<file path="src/rtl/exc_pkg.sv">
package exc_pkg;
  localparam int TYPE_W = 6;
  localparam int CODE_W = 5;

  typedef enum logic [1:0] {
    CLS_GEN = 2'd0,
    CLS_ERR = 2'd1,
    CLS_DBG = 2'd2,
    CLS_BAD = 2'd3
  } exc_class_e;

  localparam logic [TYPE_W-1:0] TY_IRQ   = 6'd0;
  localparam logic [TYPE_W-1:0] TY_TLBL  = 6'd2;
  localparam logic [TYPE_W-1:0] TY_TLBS  = 6'd3;
  localparam logic [TYPE_W-1:0] TY_CACHE = 6'd30;
  localparam logic [TYPE_W-1:0] TY_NMI   = 6'd32;
  localparam logic [TYPE_W-1:0] TY_SRST  = 6'd33;
  localparam logic [TYPE_W-1:0] TY_DBG   = 6'd34;

  localparam logic [31:0] BOOT_GEN_BASE = 32'hBFC0_0200;
  localparam logic [31:0] ERR_ENTRY_PC  = 32'hBFC0_0000;
  localparam logic [31:0] DBG_ENTRY_PC  = 32'hBFC0_0480;
endpackage

</file>
<file path="src/rtl/exc_type_decode.sv">
module exc_type_decode
  import exc_pkg::*;
(
  input  logic [TYPE_W-1:0] type_i,
  output exc_class_e        cls_o,
  output logic [CODE_W-1:0] code_o,
  output logic              is_irq_o,
  output logic              is_tlb_o,
  output logic              is_cache_o,
  output logic              is_nmi_o,
  output logic              is_srst_o
);
  function automatic logic code_supported(input logic [CODE_W-1:0] c);
    logic [31:0] okmap;
    okmap = 32'h0000_3FFF | (32'd1 << 15) | (32'd1 << 19) | (32'd1 << 20)
          | (32'd1 << 24) | (32'd1 << 30);
    return okmap[c];
  endfunction

  always_comb begin
    code_o     = type_i[CODE_W-1:0];
    is_irq_o   = (type_i == TY_IRQ);
    is_tlb_o   = (type_i == TY_TLBL) || (type_i == TY_TLBS);
    is_cache_o = (type_i == TY_CACHE);
    is_nmi_o   = (type_i == TY_NMI);
    is_srst_o  = (type_i == TY_SRST);
    if (type_i[TYPE_W-1] == 1'b0)
      cls_o = code_supported(type_i[CODE_W-1:0]) ? CLS_GEN : CLS_BAD;
    else if (is_nmi_o || is_srst_o)
      cls_o = CLS_ERR;
    else if (type_i == TY_DBG)
      cls_o = CLS_DBG;
    else
      cls_o = CLS_BAD;
  end
endmodule

</file>
<file path="src/rtl/exc_resume_calc.sv">
module exc_resume_calc #(
  parameter int XLEN = 32
) (
  input  logic [XLEN-1:0] pc_i,
  input  logic            in_slot_i,
  input  logic            half_br_i,
  output logic [XLEN-1:0] resume_o
);
  function automatic logic [XLEN-1:0] back_step(input logic slot, input logic half);
    if (!slot) return '0;
    return half ? XLEN'(2) : XLEN'(4);
  endfunction

  assign resume_o = pc_i - back_step(in_slot_i, half_br_i);
endmodule

</file>
<file path="src/rtl/exc_offset_gen.sv">
module exc_offset_gen #(
  parameter int XLEN      = 32,
  parameter int IRQ_N     = 8,
  parameter int SPACING_W = 5
) (
  input  logic                 is_irq_i,
  input  logic                 is_tlb_i,
  input  logic                 is_cache_i,
  input  logic                 refill_i,
  input  logic                 exl_i,
  input  logic                 bev_i,
  input  logic [XLEN-1:0]      ebase_i,
  input  logic                 iv_i,
  input  logic [SPACING_W-1:0] spacing_i,
  input  logic [IRQ_N-1:0]     pend_i,
  input  logic [IRQ_N-1:0]     mask_i,
  output logic [XLEN-1:0]      offset_o,
  output logic [XLEN-1:0]      target_o
);
  localparam int IDX_W = (IRQ_N > 1) ? $clog2(IRQ_N) : 1;
  localparam logic [XLEN-1:0] BASE_ALIGN = XLEN'(32'h3FF);

  function automatic logic [IDX_W-1:0] top_index(input logic [IRQ_N-1:0] v);
    logic [IDX_W-1:0] idx;
    idx = '0;
    for (int i = 0; i < IRQ_N; i++)
      if (v[i]) idx = IDX_W'(i);
    return idx;
  endfunction

  function automatic logic [XLEN-1:0] irq_offset(input logic [IDX_W-1:0] vec,
                                                 input logic [SPACING_W-1:0] sp);
    return XLEN'(32'h200) + XLEN'(vec) * (XLEN'(sp) << 5);
  endfunction

  logic [IDX_W-1:0] irq_vec;
  logic [XLEN-1:0]  base;

  assign irq_vec = top_index(pend_i & mask_i);
  assign base    = bev_i ? XLEN'(exc_pkg::BOOT_GEN_BASE) : (ebase_i & ~BASE_ALIGN);

  always_comb begin
    offset_o = XLEN'(32'h180);
    if (is_cache_i)
      offset_o = bev_i ? XLEN'(32'h100) : XLEN'(32'h2000_0100);
    else if (is_tlb_i && refill_i && !exl_i)
      offset_o = '0;
    else if (is_irq_i && iv_i)
      offset_o = (bev_i || spacing_i == '0) ? XLEN'(32'h200) : irq_offset(irq_vec, spacing_i);
  end

  assign target_o = base + offset_o;
endmodule

</file>
<file path="src/rtl/exc_entry_unit.sv">
module exc_entry_unit
  import exc_pkg::*;
#(
  parameter int XLEN      = 32,
  parameter int IRQ_N     = 8,
  parameter int SPACING_W = 5
) (
  input  logic                 clk,
  input  logic                 rst_n,
  input  logic                 req_i,
  input  logic [TYPE_W-1:0]    type_i,
  input  logic [XLEN-1:0]      pc_i,
  input  logic                 in_slot_i,
  input  logic                 half_br_i,
  input  logic                 refill_i,
  input  logic                 exl_i,
  input  logic                 erl_i,
  input  logic                 bev_i,
  input  logic [XLEN-1:0]      ebase_i,
  input  logic                 iv_i,
  input  logic [SPACING_W-1:0] spacing_i,
  input  logic [IRQ_N-1:0]     pend_i,
  input  logic [IRQ_N-1:0]     mask_i,
  output logic [XLEN-1:0]      epc_o,
  output logic [XLEN-1:0]      errepc_o,
  output logic [XLEN-1:0]      depc_o,
  output logic [XLEN-1:0]      new_pc_o,
  output logic [CODE_W-1:0]    code_o,
  output logic                 bd_o,
  output logic                 exl_o,
  output logic                 erl_o,
  output logic                 bev_o,
  output logic                 sr_o,
  output logic                 nmi_o,
  output logic                 done_o,
  output logic                 err_o
);
  exc_class_e        cls;
  logic [CODE_W-1:0] dec_code;
  logic              is_irq, is_tlb, is_cache, is_nmi, is_srst;
  logic [XLEN-1:0]   resume_pc;
  logic [XLEN-1:0]   vec_offset;
  logic [XLEN-1:0]   gen_target;

  // named events for the checker
  logic take_gen, take_err, take_dbg, reject;
  logic save_epc;

  exc_type_decode u_decode (
    .type_i    (type_i),
    .cls_o     (cls),
    .code_o    (dec_code),
    .is_irq_o  (is_irq),
    .is_tlb_o  (is_tlb),
    .is_cache_o(is_cache),
    .is_nmi_o  (is_nmi),
    .is_srst_o (is_srst)
  );

  exc_resume_calc #(.XLEN(XLEN)) u_resume (
    .pc_i     (pc_i),
    .in_slot_i(in_slot_i),
    .half_br_i(half_br_i),
    .resume_o (resume_pc)
  );

  exc_offset_gen #(.XLEN(XLEN), .IRQ_N(IRQ_N), .SPACING_W(SPACING_W)) u_offset (
    .is_irq_i  (is_irq),
    .is_tlb_i  (is_tlb),
    .is_cache_i(is_cache),
    .refill_i  (refill_i),
    .exl_i     (exl_i),
    .bev_i     (bev_i),
    .ebase_i   (ebase_i),
    .iv_i      (iv_i),
    .spacing_i (spacing_i),
    .pend_i    (pend_i),
    .mask_i    (mask_i),
    .offset_o  (vec_offset),
    .target_o  (gen_target)
  );

  assign take_gen = req_i && (cls == CLS_GEN);
  assign take_err = req_i && (cls == CLS_ERR);
  assign take_dbg = req_i && (cls == CLS_DBG);
  assign reject   = req_i && (cls == CLS_BAD);
  assign save_epc = take_gen && !exl_i;

  always_ff @(posedge clk or negedge rst_n) begin
    if (!rst_n) begin
      epc_o    <= '0;
      errepc_o <= '0;
      depc_o   <= '0;
      new_pc_o <= '0;
      code_o   <= '0;
      bd_o     <= 1'b0;
      exl_o    <= 1'b0;
      erl_o    <= 1'b0;
      bev_o    <= 1'b0;
      sr_o     <= 1'b0;
      nmi_o    <= 1'b0;
      done_o   <= 1'b0;
      err_o    <= 1'b0;
    end else begin
      done_o <= take_gen || take_err || take_dbg;
      err_o  <= reject;
      if (take_gen) begin
        if (save_epc) begin
          epc_o <= resume_pc;
          bd_o  <= in_slot_i;
        end
        exl_o    <= 1'b1;
        erl_o    <= erl_i;
        bev_o    <= bev_i;
        code_o   <= dec_code;
        new_pc_o <= gen_target;
      end
      if (take_err) begin
        errepc_o <= resume_pc;
        if (!exl_i) bd_o <= 1'b0;
        exl_o    <= exl_i;
        erl_o    <= 1'b1;
        bev_o    <= 1'b1;
        new_pc_o <= XLEN'(ERR_ENTRY_PC);
        if (is_srst) sr_o  <= 1'b1;
        if (is_nmi)  nmi_o <= 1'b1;
      end
      if (take_dbg) begin
        depc_o   <= resume_pc;
        if (!exl_i) bd_o <= 1'b0;
        exl_o    <= exl_i;
        erl_o    <= erl_i;
        bev_o    <= bev_i;
        new_pc_o <= XLEN'(DBG_ENTRY_PC);
      end
    end
  end
endmodule

</file>
<file path="config.mk">
export PLATFORM = sky130hd
export DESIGN_NAME = exc_entry_unit
export DESIGN_NICKNAME = d
export VERILOG_FILES = /design/src/rtl/exc_pkg.sv /design/src/rtl/exc_type_decode.sv /design/src/rtl/exc_resume_calc.sv /design/src/rtl/exc_offset_gen.sv /design/src/rtl/exc_entry_unit.sv
export SDC_FILE = /design/constraint.sdc
export NUM_CORES = 1
export LEC_CHECK = 0
export ABC_CLOCK_PERIOD_IN_PS = 1980
export BUFFER_PORTS_ARGS = -buffer_cell sky130_fd_sc_hd__buf_2
export CAP_MARGIN = 10
export CORE_MARGIN = 5
export CORE_UTILIZATION = 40
export CTS_CLUSTER_SIZE = 8
export DETAILED_ROUTE_END_ITERATION = 8
export GPL_ROUTABILITY_DRIVEN = 0
export PLACE_DENSITY = 0.62
export SLEW_MARGIN = 15
export SYNTH_ARGS = -nofsm -noshare
export SYNTH_HDL_FRONTEND = slang
export SYNTH_SLANG_ARGS = --single-unit
</file>
<file path="constraint.sdc">
create_clock -name clk -period 1.98 [get_ports clk]
set_clock_uncertainty 0.1 [all_clocks]
set_input_delay 0.396 -clock clk [delete_from_list [all_inputs] [get_ports clk]]
set_output_delay 0.396 -clock clk [all_outputs]
set_load 0.02 [all_outputs]
</file>
==> results.py <==
metrics = {
    "synthesis": {
        "yosysSeqAreaShare_pct": 49.3,
        "synth.top_cell.area_share_pct": 49.3,
        "synth.area.top_cells": "dfrtp_1, nand2_1, o21ai_0, xnor2_1, nor2_1",
        "yosysWarnings": 0,
        "ys_types": 57,
        "syn_area_sq_um": 6900,
        "synth_top_area_cell": "dfrtp_1",
        "synth-main-ff-cell": "dfrtp_1",
        "synthArstFlopShare_pct": 100,
        "yosysMostFrequentCell": "dfrtp_1",
        "synthTopCellsByCount": "dfrtp_1, nand2_1, o21ai_0",
        "synth_seq_cells": 136,
        "syn_area_per_cell_sq_um": 9.25,
        "syn_inst": 746,
        "synth-edff-count": 0,
    },
    "cts": {
        "cts_tree": "yes",
        "cts_buffers": 17,
        "clock_path_buffers": 2,
        "cts.sinks": 136,
        "htreeDepth": 4,
        "clkTransAtPathRegs_ns": 0.07,
        "clock_latency_ns": 0.42,
        "root_buffer": "clkbuf_16",
    },
    "die": {
        "core.rowCount": 48,
        "start_util_pct": 40.3,
        "pin_count": 242,
        "die_y_microns": 141,
        "dieArea_sq_um": 20000,
        "core_sq_um": 17100,
        "die-width_microns": 141,
    },
    "route": {
        "wl_microns": 22600,
        "drc": 0,
        "drtIter0Drc": 366,
        "vias": 6794,
        "dr.pass1.iters": 4,
        "ant_nets": 0,
        "wl_per_cell_microns": 16.8,
        "vias_per_cell": 5.05,
    },
    "critical_path": {
        "r2r-start": "depc_o[20]",
        "worstSetupStartpointType": "input pin",
        "reg2reg_to": "depc_o[20]",
        "required_ns": 2.19,
        "critical_path_class": "input pin to flop",
        "reg2reg_slack_ns": 1.10,
        "endpoint_kind": "flop",
        "worst-path-max-fanout": 7,
        "ff2ff_path_depth": 1,
        "cp_data_arrival_time_ns": 4.32,
    },
    "finish": {
        "finalNonFillerCells": 1345,
        "fill_cells": 1406,
        "area_growth_pct": 59.3,
        "finalNetCount": 1228,
        "drive_gt1_share_pct": 48.1,
    },
    "placement": {
        "dp_hpwl_microns": 16900,
        "dp_cells": 1296,
        "port_buffers": 224,
    },
    "hold_path": {
        "hold_path.class": "input pin to flop",
        "hold_end": "erl_o",
        "hp-start": "erl_i",
        "hold_depth": 2,
    },
    "power": {
        "p_per_area_nw_per_um2": 868,
        "p_leak_uw": 0.00526,
        "p_total_uw": 9540,
        "vdd_drop_max_v": 0.000634,
    },
    "timing": {
        "drv_slew": 0,
        "period_needed_ns": 4.11,
        "setup_viol": 78,
        "worst_slack_ns": -2.13,
        "max_freq_ghz": 0.243,
        "min_period_over_period_pct": 208,
        "rsz0062_at_grt": "yes",
        "hold_viol": 0,
    },
    "global_route": {
        "grt_pass1_vias": 7043,
        "grt_pass1_wl_microns": 36300,
        "grt_overflow": 0,
        "antenna_found_initial": 0,
        "grtUsageTotal_pct": 22.8,
        "grt_max_degree": 60,
    },
    "status": {
        "status": "finished, violations left",
        "violations": "setup timing",
    },
    "job": {
        "cap_violations": 0,
    },
}
-- critical path, stage by stage --
cell and delay (ns):
buf_8 0.10, nand2_8 0.05, a32o_2 0.16, a21boi_2 0.05
o21ai_2 0.21, nand2_1 0.11, fa_1 0.45, inv_2 0.08
ha_4 0.14, inv_2 0.03, fa_2 0.36, nor2b_1 0.13
o21a_1 0.13, nor2_2 0.05, xnor2_2 0.24, a31o_2 0.21
a21boi_2 0.07, ha_4 0.29, nand4b_1 0.22, a211oi_4 0.43
nand4_1 0.14, a32o_1 0.26
-- how the worst max path moves through the flow --
stage / startpoint / end / slack (ns)
after floorplan: pend_i[2] / new_pc_o[25] / -2.31
after global placement: pend_i[2] / new_pc_o[24] / -2.66
after detailed placement: pend_i[2] / new_pc_o[24] / -2.81
after CTS: pend_i[2] / new_pc_o[21] / -2.05
after global routing: pend_i[2] / new_pc_o[30] / -2.31
final: pend_i[2] / new_pc_o[30] / -2.13
-- power by group --
part           total [uW]  switching, uW  internal, uW  leakage (uW)
logic                2730           1650          1080       0.00329
registers            3540            272          3270       0.00168
clock network        3270           1300          1970      0.000290
total                9540           3220          6320       0.00526
-- logic make-up after synthesis --
group / count (synthesis) / synth area share [%]
DFF: 136 / 49.3
other: 1 / 0.0544
and+or+nand+nor: 306 / 21.3
adders and majority gates: 22 / 4.64
AOI/OAI and AO/OA: 175 / 14.7
buffers and inverters: 55 / 3.28
muxes: 7 / 1.14
xor gates and xnor gates: 44 / 5.59
-- through the flow --
step	utilization (%)	TNS (ns)	area [sq um]	worst slack, ns	hold WS (ns)
after floorplan	-	-74.12	7300	-2.31	0.000409
after global placement	56.1	-110.14	9610	-2.66	0.263
after detailed placement	56.1	-113.71	9610	-2.81	0.263
after CTS	62.9	-53.12	10800	-2.05	0.0674
after global routing	64.2	-63.13	11000	-2.31	0.0886
final	64.2	-56.89	11000	-2.13	0.0760
-- area by class of cell --
cell class | count | area (sq um) | share of cell area [%]
clock buffer | 20 | 467 | 4.25
sequential | 136 | 3400 | 31.0
multi-input combinational | 559 | 4170 | 38.0
inverter | 18 | 67.6 | 0.615
clock inverter | 12 | 140 | 1.28
timing repair buffer | 373 | 2450 | 22.3
tap | 225 | 282 | 2.56
antenna | 2 | 5.00 | 0.0456
-- metal layers --
layer,GRT usage (%),wire length [microns]
met3,6.17,1720
met2,38.9,11100
met5,0,0
met1,28.5,9480
met4,6.68,353
-- what timing repair did --
action                                  in CTS  in global routing
hold endpoints to repair                    41                  0
buffers inserted                            11                  9
endpoints found under the setup margin      93                 90
pin swaps                                   57                 62
resized for setup                           92                 42
hold buffers                                 1                  0
-- flip-flops by register name, indices dropped and copies added, names as in the netlist --
name      flops
depc_o       32
errepc_o     32
erl_o         1
exl_o         1
sr_o          1
err_o         1
bd_o          1
done_o        1
new_pc_o     27
nmi_o         1
epc_o        32
bev_o         1
code_o        5
-- layout by cell type (no fill, tap or decap), types with 6 or more instances in the layout --
cell | Yosys | final
xnor2_2 | 0 | 20
mux2_4 | 0 | 6
or2_2 | 7 | 6
a21oi_1 | 48 | 33
nand4_1 | 8 | 8
and2_1 | 10 | 8
nor2b_1 | 10 | 9
nand3_1 | 15 | 12
xor2_1 | 12 | 8
o21ai_0 | 79 | 24
nand2b_1 | 10 | 7
ha_1 | 16 | 10
nor2_1 | 69 | 58
nor4_4 | 1 | 7
ha_4 | 0 | 6
nor3_1 | 13 | 9
clkbuf_16 | 0 | 17
or3_1 | 10 | 7
buf_6 | 0 | 21
inv_1 | 18 | 14
dfrtp_1 | 136 | 136
buf_4 | 5 | 124
o21ai_1 | 4 | 52
nor2_4 | 0 | 8
nand2_1 | 121 | 116
a21oi_2 | 0 | 13
buf_12 | 0 | 7
buf_2 | 1 | 217
xnor2_1 | 32 | 8
o21ai_2 | 0 | 7
Note: power is estimated with default switching activity, not from simulation.
